`src/rtl/rc_pkg.sv`:
```
package rc_pkg;
  localparam int unsigned LANES  = 5;
  localparam int unsigned LANE_W = 6;
  localparam int unsigned PIX_W  = LANES * LANE_W;

  typedef enum logic [1:0] {
    M_PASS  = 2'b00,
    M_MERGE = 2'b01,
    M_DUP   = 2'b10,
    M_SPLIT = 2'b11
  } mode_e;
endpackage

```
`src/rtl/rc_rst_sync.sv`:
```
module rc_rst_sync #(
  parameter int unsigned STAGES = 2
) (
  input  logic clk,
  input  logic rst_n,
  output logic rst_sync_n
);
  logic [STAGES-1:0] sh_q;

  always_ff @(posedge clk or negedge rst_n) begin
    if (!rst_n) sh_q <= '0;
    else        sh_q <= {sh_q[STAGES-2:0], 1'b1};
  end

  assign rst_sync_n = sh_q[STAGES-1];
endmodule

```
`src/rtl/rc_lane_mask.sv`:
```
module rc_lane_mask #(
  parameter int unsigned LANES  = 5,
  parameter int unsigned LANE_W = 6,
  localparam int unsigned PIX_W = LANES * LANE_W
) (
  input  logic [LANES-1:0] lane_ok,
  input  logic [PIX_W-1:0] pix_in,
  output logic [PIX_W-1:0] pix_out
);
  for (genvar g = 0; g < LANES; g++) begin : g_lane
    assign pix_out[g*LANE_W +: LANE_W] =
      lane_ok[g] ? pix_in[g*LANE_W +: LANE_W] : '0;
  end
endmodule

```
`src/rtl/rc_fmt.sv`:
```
module rc_fmt
  import rc_pkg::*;
#(
  parameter int unsigned W = PIX_W
) (
  input  logic         clk,
  input  logic         rst_n,
  input  logic [1:0]   mode,
  input  logic         active,
  input  logic         l2_clk_ok,
  input  logic         a_vld,
  input  logic [W-1:0] a_pix,
  input  logic         b_vld,
  input  logic [W-1:0] b_pix,
  output logic         o1_en,
  output logic         o1_vld,
  output logic [W-1:0] o1_pix,
  output logic         o2_en,
  output logic         o2_vld,
  output logic [W-1:0] o2_pix
);
  logic [1:0]   mode_q;
  logic         phase_q, phase_d;
  logic [W-1:0] hold_q, hold_d;
  logic         hold_ce;
  logic         en1_q, en2_q, en1_d, en2_d;
  logic         v1_q, v2_q, v1_d, v2_d;
  logic [W-1:0] p1_q, p2_q, p1_d, p2_d;
  logic         chg, b_ok;

  assign chg  = (mode != mode_q);
  assign b_ok = b_vld && l2_clk_ok;

  always_comb begin
    phase_d = phase_q;
    hold_d  = hold_q;
    hold_ce = 1'b0;
    v1_d    = 1'b0;
    v2_d    = 1'b0;
    p1_d    = '0;
    p2_d    = '0;
    en1_d   = active;
    en2_d   = active && (mode != M_MERGE);
    if (!active || chg) begin
      phase_d = 1'b0;
    end else begin
      unique case (mode)
        M_PASS: begin
          v1_d = a_vld;
          p1_d = a_vld ? a_pix : '0;
          v2_d = b_ok;
          p2_d = b_ok ? b_pix : '0;
        end
        M_DUP: begin
          v1_d = a_vld;
          v2_d = a_vld;
          p1_d = a_vld ? a_pix : '0;
          p2_d = a_vld ? a_pix : '0;
        end
        M_SPLIT: begin
          if (a_vld) begin
            if (!phase_q) begin
              hold_d  = a_pix;
              hold_ce = 1'b1;
              phase_d = 1'b1;
            end else begin
              v1_d    = 1'b1;
              v2_d    = 1'b1;
              p1_d    = hold_q;
              p2_d    = a_pix;
              phase_d = 1'b0;
            end
          end
        end
        default: begin
          if (phase_q) begin
            v1_d    = 1'b1;
            p1_d    = hold_q;
            phase_d = 1'b0;
          end else if (a_vld && b_ok) begin
            v1_d    = 1'b1;
            p1_d    = a_pix;
            hold_d  = b_pix;
            hold_ce = 1'b1;
            phase_d = 1'b1;
          end
        end
      endcase
    end
  end

  always_ff @(posedge clk or negedge rst_n) begin
    if (!rst_n) begin
      mode_q  <= M_PASS;
      phase_q <= 1'b0;
      en1_q   <= 1'b0;
      en2_q   <= 1'b0;
      v1_q    <= 1'b0;
      v2_q    <= 1'b0;
      p1_q    <= '0;
      p2_q    <= '0;
    end else begin
      mode_q  <= mode;
      phase_q <= phase_d;
      en1_q   <= en1_d;
      en2_q   <= en2_d;
      v1_q    <= v1_d;
      v2_q    <= v2_d;
      p1_q    <= p1_d;
      p2_q    <= p2_d;
    end
  end

  always_ff @(posedge clk or negedge rst_n) begin
    if (!rst_n)       hold_q <= '0;
    else if (hold_ce) hold_q <= hold_d;
  end

  assign o1_en  = en1_q;
  assign o2_en  = en2_q;
  assign o1_vld = v1_q;
  assign o2_vld = v2_q;
  assign o1_pix = p1_q;
  assign o2_pix = p2_q;

  AST_OFF_WHEN_INACTIVE: assert property (@(posedge clk) disable iff (!rst_n)
    !active |=> (!o1_en && !o2_en && !o1_vld && !o2_vld));
  AST_MERGE_LINK2_OFF: assert property (@(posedge clk) disable iff (!rst_n)
    (mode == M_MERGE) |=> (!o2_en && !o2_vld));
  AST_SPLIT_PAIRED: assert property (@(posedge clk) disable iff (!rst_n)
    (mode == M_SPLIT) |=> (o1_vld == o2_vld));
  AST_CHANGE_QUIET: assert property (@(posedge clk) disable iff (!rst_n)
    chg |=> (!o1_vld && !o2_vld));
  AST_DUP_SAME: assert property (@(posedge clk) disable iff (!rst_n)
    (mode == M_DUP && !chg) |=> (o1_vld == o2_vld && o1_pix == o2_pix));
endmodule

```
`src/rtl/link_rate_conv.sv`:
```
module link_rate_conv
  import rc_pkg::*;
(
  input  logic             clk,
  input  logic             rst_n,
  input  logic [1:0]       mode,
  input  logic             pwr_dn,
  input  logic             l1_clk_ok,
  input  logic             l2_clk_ok,
  input  logic [LANES-1:0] l1_lane_ok,
  input  logic [LANES-1:0] l2_lane_ok,
  input  logic             l1_vld,
  input  logic [PIX_W-1:0] l1_pix,
  input  logic             l2_vld,
  input  logic [PIX_W-1:0] l2_pix,
  output logic             o1_en,
  output logic             o1_vld,
  output logic [PIX_W-1:0] o1_pix,
  output logic             o2_en,
  output logic             o2_vld,
  output logic [PIX_W-1:0] o2_pix
);
  logic             rst_s_n;
  logic [PIX_W-1:0] a_pix, b_pix;
  logic             active;

  rc_rst_sync #(.STAGES(2)) i_rst (
    .clk(clk), .rst_n(rst_n), .rst_sync_n(rst_s_n)
  );

  rc_lane_mask #(.LANES(LANES), .LANE_W(LANE_W)) i_mask_a (
    .lane_ok(l1_lane_ok), .pix_in(l1_pix), .pix_out(a_pix)
  );
  rc_lane_mask #(.LANES(LANES), .LANE_W(LANE_W)) i_mask_b (
    .lane_ok(l2_lane_ok), .pix_in(l2_pix), .pix_out(b_pix)
  );

  assign active = !pwr_dn && l1_clk_ok;

  rc_fmt #(.W(PIX_W)) i_fmt (
    .clk(clk), .rst_n(rst_s_n), .mode(mode), .active(active),
    .l2_clk_ok(l2_clk_ok),
    .a_vld(l1_vld), .a_pix(a_pix), .b_vld(l2_vld), .b_pix(b_pix),
    .o1_en(o1_en), .o1_vld(o1_vld), .o1_pix(o1_pix),
    .o2_en(o2_en), .o2_vld(o2_vld), .o2_pix(o2_pix)
  );

  AST_CLK1_LOSS: assert property (@(posedge clk) disable iff (!rst_s_n)
    !l1_clk_ok |=> (!o1_en && !o2_en));
  AST_PWRDN: assert property (@(posedge clk) disable iff (!rst_s_n)
    pwr_dn |=> (!o1_vld && !o2_vld));
endmodule

```
`config.mk`:
```
export PLATFORM = sky130hd
export DESIGN_NAME = link_rate_conv
export DESIGN_NICKNAME = d
export VERILOG_FILES = /design/src/rtl/rc_pkg.sv /design/src/rtl/rc_rst_sync.sv /design/src/rtl/rc_lane_mask.sv /design/src/rtl/rc_fmt.sv /design/src/rtl/link_rate_conv.sv
export SDC_FILE = /design/constraint.sdc
export NUM_CORES = 1
export LEC_CHECK = 0
export ABC_AREA = 0
export CORE_UTILIZATION = 47
export DETAILED_ROUTE_END_ITERATION = 12
export GPL_ROUTABILITY_DRIVEN = 0
export PLACE_DENSITY = 0.79
export SYNTH_ARGS = -nofsm -noshare
export SYNTH_HDL_FRONTEND = slang
export SYNTH_SLANG_ARGS = --single-unit
export TNS_END_PERCENT = 20
```
`constraint.sdc`:
```
create_clock -name clk -period 4.13 [get_ports clk]
set_clock_uncertainty 0.05 [all_clocks]
set_input_delay 0.6195 -clock clk [delete_from_list [all_inputs] [get_ports clk]]
set_output_delay 0.6195 -clock clk [all_outputs]
set_load 0.05 [all_outputs]
```
**After elaboration in Yosys (flattened, before gate mapping)**

Cells that the tools add are included.
W data, S select, Z words.

- Bitwise operators: 3
- Reduce and logical (&&, ||, !) cells: 12
- Multiply operators: 0
- Shifts and indexed selects: 0
- $lt $le $gt $ge: 0
- Eq/ne operators: 7
- Muxes and demuxes: 43
- Add/sub/neg operators: 0
- Div/mod/pow operators: 0

Operator list:

| operator | number |
|---|---|
| $mux W30 | 14 |
| $pmux W30 S2 | 2 |
| $pmux W30 S3 | 1 |
| $mux W6 | 10 |
| $mux W1 | 12 |
| $pmux W1 S2 | 3 |
| $reduce_and A6 Y1 | 1 |
| $eq A2 B2 Y1 const B | 2 |
| $logic_and A1 B1 Y1 | 4 |
| $ne A2 B1 Y1 const B | 2 |
| $ne A3 B2 Y1 const B | 1 |
| $not A1 Y1 | 3 |
| $pmux W1 S3 | 1 |
| $logic_not A1 Y1 | 2 |
| $logic_not A2 Y1 | 1 |
| $ne A2 B2 Y1 | 1 |
| $ne A2 B2 Y1 const B | 1 |
| $reduce_and A2 Y1 | 1 |
| $reduce_bool A2 Y1 | 1 |
| $reduce_or A2 Y1 | 1 |
| $logic_or A1 B1 Y1 | 1 |

- Bits in registers: 99
- Memories kept: 0
- ROM bits: 0
- Bits in latches: 0
- Memory bits (writable): 0
- Logic and storage cells: 75
- Input port bits: 79
- Output and inout port bits: 64

**Logic depth before layout (Yosys ltp)**

- Depth in word-level cells: 7
- Gate-level depth with buffers: 7
- Gate-level depth less buffers: 4

**Cells and area by module**

A second synthesis with hierarchy kept.

- Cell total of the unflattened synthesis: 478
- Area, all modules: 5093.6 µm²

By module, submodules not included:

| module | area each (µm²) | seq. area each (µm²) | instances | cells an instance |
|---|---|---|---|---|
| rc_fmt | 4650.7 | 2427.3 | 1 | 414 |
| rc_lane_mask | 187.7 | 0.0 | 2 | 30 |
| rc_rst_sync | 53.8 | 50.0 | 1 | 3 |
| link_rate_conv | 13.8 | 0.0 | 1 | 1 |

**Worst setup path before layout**

Ideal clock, no wire load.

- Kind: input-to-reg
- Start point: input port mode[0]
- End point: register i_fmt.hold_q[0]
- Setup time: 0.125 ns
- Data required time: 3.955 ns
- Buffers on the path: 2
- Slack: 2.305 ns
- Stages: 6
- Data arrival time: 1.650 ns
- Cells stage by stage: buf_6 -> xnor2_1 -> nand3_2 -> nand2b_4 -> buf_6 -> mux2_4

- Word-level cells in the longest chain between the ends: 5
- Elaborated cells between the ends (all ways): 14
- Classes of those cells: eq/ne: 4; mux: 3; bitwise: 2; reduce/logical: 5

Ends and longest elaborated chain:

| item | RTL line | RTL |
|---|---|---|
| start: declaration | link_rate_conv.sv:6 | `input logic [1:0] mode,` |
| $eq A2 B2 Y1 or $logic_not A2 Y1 (tied branches) | rc_fmt.sv:47 | `unique case (mode)` |
| $reduce_or A2 Y1 (no source line) | -- |  |
| $pmux W1 S2 | rc_fmt.sv:47 |  |
| $mux W1 | rc_fmt.sv:44 | `if (!active \|\| chg) begin` |
| $reduce_and A6 Y1 (no source line) | -- |  |
| end signal: assignment | rc_fmt.sv:116 | `else if (hold_ce) hold_q <= hold_d;` |
| end: declaration | rc_fmt.sv:24 | `logic [W-1:0] hold_q, hold_d;` |

Parallel ways exist; a longest one is shown, timed or not.
A chain may end at the register's enable or synchronous reset.

**Worst setup path after layout**

- Start point: input port mode[1]
- End point: register i_fmt.hold_q[15]

The elaborated chain is that of the path after synthesis.

==> summary.md <==
| Metric | Value |
|---|---|
| Max-slew violations | 0 |
| Crit Path Class | input pin to flop |
| Worst-Margin Slew | 0.758 ns |
| Post-synth EDFFs | 0 |
| # nets final | 641 |
| Synthesized flop and latch total | 99 |
| Crit path DAT | 2.93 ns |
| Die Wd | 101 um |
| Fraction of registers with async set/reset | 1.00 |
| Largest net degree at the start of global routing | 57 |
| RSZ-0062 raised after global routing | false |
| CORE AREA | 9370 sq um |
| Setup bufs post-CTS | 0 |
| H-tree levels | 3 |
| Grt total ovfl | 0 |
| Vias in the first global route | 3903 |
| R2R depth | 5 |
| HP Class | flop to flop |
| Critical path cell sequence | clkdlybuf4s50_1, xnor2_2, nand3_2, buf_4, nand2b_4, mux2_4 |
| IO Pins | 143 |
| Final Non-Filler Cells | 696 |
| Dpl ws | 1.01 ns |
| Resize count post-CTS | 0 |
| DIE AREA | 10200 sq um |
| Fmax | 0.364 GHz |
| Post-DRT Antenna Nets | 0 |
| Delay-heaviest family, CP | buffers and inverters |
| Yosys warnings | 0 |
| Longest Clk Path Bufs | 2 |
| Min setup slack post-route | 1.38 ns |
| Total CTS buffers | 9 |
| Unique masters post-synth | 26 |
| Post-CTS Hold Fix Bufs | 0 |
| Root buffer cell | clkbuf_8 |
| Ant diodes | 0 |
| # setup viols final | 0 |
| Via count | 3961 |
| Initial Utilization | 0.490 |
| Synthesized cell area | 4590 sq um |
| Status | finished, final reports clean |
| Seq/Total Area, Yosys | 0.540 |
| First-pass GRT wire length | 19900 um |
| Syn Nets | 525 |
| Startpoint types | input pin |
| Buf/Inv on CP | 2 |
| Count leader, synth | dfrtp_1 |
| Area Overhead vs Synth | 35.2% |
| Tcrit/Tclk final | 0.665 |
| Final Critical Period | 2.75 ns |
| Synth area leader | dfrtp_1 |
| Routed wire per std cell | 17.6 um |
| Total global-route track usage | 0.255 |
| Sum Neg Setup Slack | 0 ns |
| CP max FO | 33 |
| Initial DRC count | 311 |
| Final WL | 12200 um |
| Crit-path max cell delay | 0.75 ns |
| Pleak | 2.59 nW |
| Drt drc | 0 |
| Initial antenna violation count | 0 |
| Vias/cell | 5.69 |
| DIE HEIGHT | 101 um |
| Worst vdd ir | 0.205 mV |
| FP Rows | 35 |
| Required time of the critical path | 4.31 ns |
| WHS Path Cells | 0 |
| CTS tree | yes |
| Share of the synthesized area in the top cell type | 0.540 |
| Clock transition at path regs | 0.10 ns |
| Pwr dens | 303 nW/um^2 |
| Largest cells by area after synthesis | dfrtp_1 54%, nand3_1 9.9%, mux2_4 9.8%, a32oi_1 5.7%, a21oi_1 3.8% |
| Placed insts | 680 |
| Pre-antenna DRT Iters | 5 |
| PortBufs | 142 |
| Share of layout cells above drive strength 1 | 0.109 |
| Most common library cells after synthesis | 99 x dfrtp_1, 91 x nand3_1, 35 x a21oi_1, 35 x nand2_1, 35 x nor2_1 |
| Worst-Skew Late Latency | 0.35 ns |
| Rel. slew slack | 0.494 |
| Avg Inst Size Synth | 10.3 sq um |
| Crit end category | flop |
| Final hold vios | 0 |
| Primary FF master, synth | dfrtp_1 |
| Max_cap viols | 0 |
| Cell count after synthesis | 446 |
| DP Wirelength | 8360 um |
| Clock sink total | 99 |
| Worst path slowest cell | clkdlybuf4s50_1 |
| Critical path depth | 6 |
[layout make-up]
cell class / instances / area (sq um)
clock buffer: 11 / 131
clock inverter: 5 / 37.5
fill: 763 / 3160
inverter: 2 / 7.51
multi-input combinational: 300 / 1910
sequential: 99 / 2480
tap: 129 / 161
timing repair buffer: 150 / 1480
[flip-flops by register name, indices dropped and copies added, names as in the netlist]
register,count
i_fmt.hold_q,30
i_fmt.mode_q,2
i_fmt.o1_en,1
i_fmt.o1_pix,30
i_fmt.o1_vld,1
i_fmt.o2_en,1
i_fmt.o2_pix,30
i_fmt.o2_vld,1
i_fmt.phase_q,1
i_rst.sh_q,2
[placed cells by master (no fill, tap or decap), drive strengths merged]
master	n
clkbuf	11
nand2b	2
dfrtp	99
nand4bb	1
xnor2	2
inv	3
o2bb2ai	1
nand2	35
nor2	35
buf	8
conb	1
o21ai	31
a21oi	35
and2b	1
nor3	1
a21boi	1
a211oi	1
clkinv	2
nand3	92
mux2	30
clkinvlp	2
and3	1
clkdlybuf4s50	142
a32oi	30
[metrics by stage]
| stage | power (mW) | hold slack (ns) | util | area, sq um |
|---|---|---|---|---|
| floorplan | 1.21 | 0.274 | - | 4590 |
| global route | 1.97 | 0.340 | 0.662 | 6210 |
| CTS | 1.89 | 0.313 | 0.662 | 6210 |
| finish | 1.88 | 0.310 | 0.662 | 6210 |
| detailed placement | 1.34 | 0.290 | 0.644 | 6040 |
| global placement | 1.34 | 0.286 | 0.644 | 6040 |
[worst reg2reg max path: stages (launching register included)]
cell      delay [ns]
dfrtp_1         0.42
xnor2_2         0.15
nand3_2         0.09
buf_4           0.35
nand2b_4        0.61
mux2_4          0.37
[metal layers]
| metal | GRT usage | up-vias | wire length, um |
|---|---|---|---|
| met4 | 0.107 | 0 | 286 |
| met3 | 0.0423 | 25 | 908 |
| met2 | 0.414 | 210 | 6070 |
| met5 | 0 | - | 0 |
| li1 | - | 1822 | - |
| met1 | 0.342 | 1904 | 4950 |
[path summary, 6_finish.rpt]
path                                           start                           end  slack, ns
setup / recovery                             mode[1]  i_fmt.hold_q[15]$_DFFE_PN0P_       1.38
hold / removal               i_rst.sh_q[0]$_DFF_PN0_       i_rst.sh_q[1]$_DFF_PN0_       0.31
setup reg to reg           i_fmt.mode_q[1]$_DFF_PN0_  i_fmt.hold_q[15]$_DFFE_PN0P_       1.97
hold reg to reg              i_rst.sh_q[0]$_DFF_PN0_       i_rst.sh_q[1]$_DFF_PN0_       0.31
max in group asynchronous    i_rst.sh_q[1]$_DFF_PN0_     i_fmt.o1_pix[2]$_DFF_PN0_       2.67
min in group asynchronous    i_rst.sh_q[1]$_DFF_PN0_    i_fmt.o1_pix[24]$_DFF_PN0_       0.33
[where the power goes]
part	internal, mW	switching (mW)
sequential	1.01	0.0344
clock	0.222	0.329
combinational	0.148	0.135
total	1.38	0.499
[logic make-up (layout without fill, tap and decap cells)]
logic type,count (synthesis),in the layout,share of synthesized area
other,1,1,0.000817
muxes,30,30,0.0981
DFF,99,99,0.540
xor gates and xnor gates,2,2,0.00545
and+or+nand+nor,168,168,0.171
buffers and inverters,47,168,0.0482
AOI/OAI and AO/OA,99,99,0.137
Note: power is estimated with default switching activity, not from simulation.
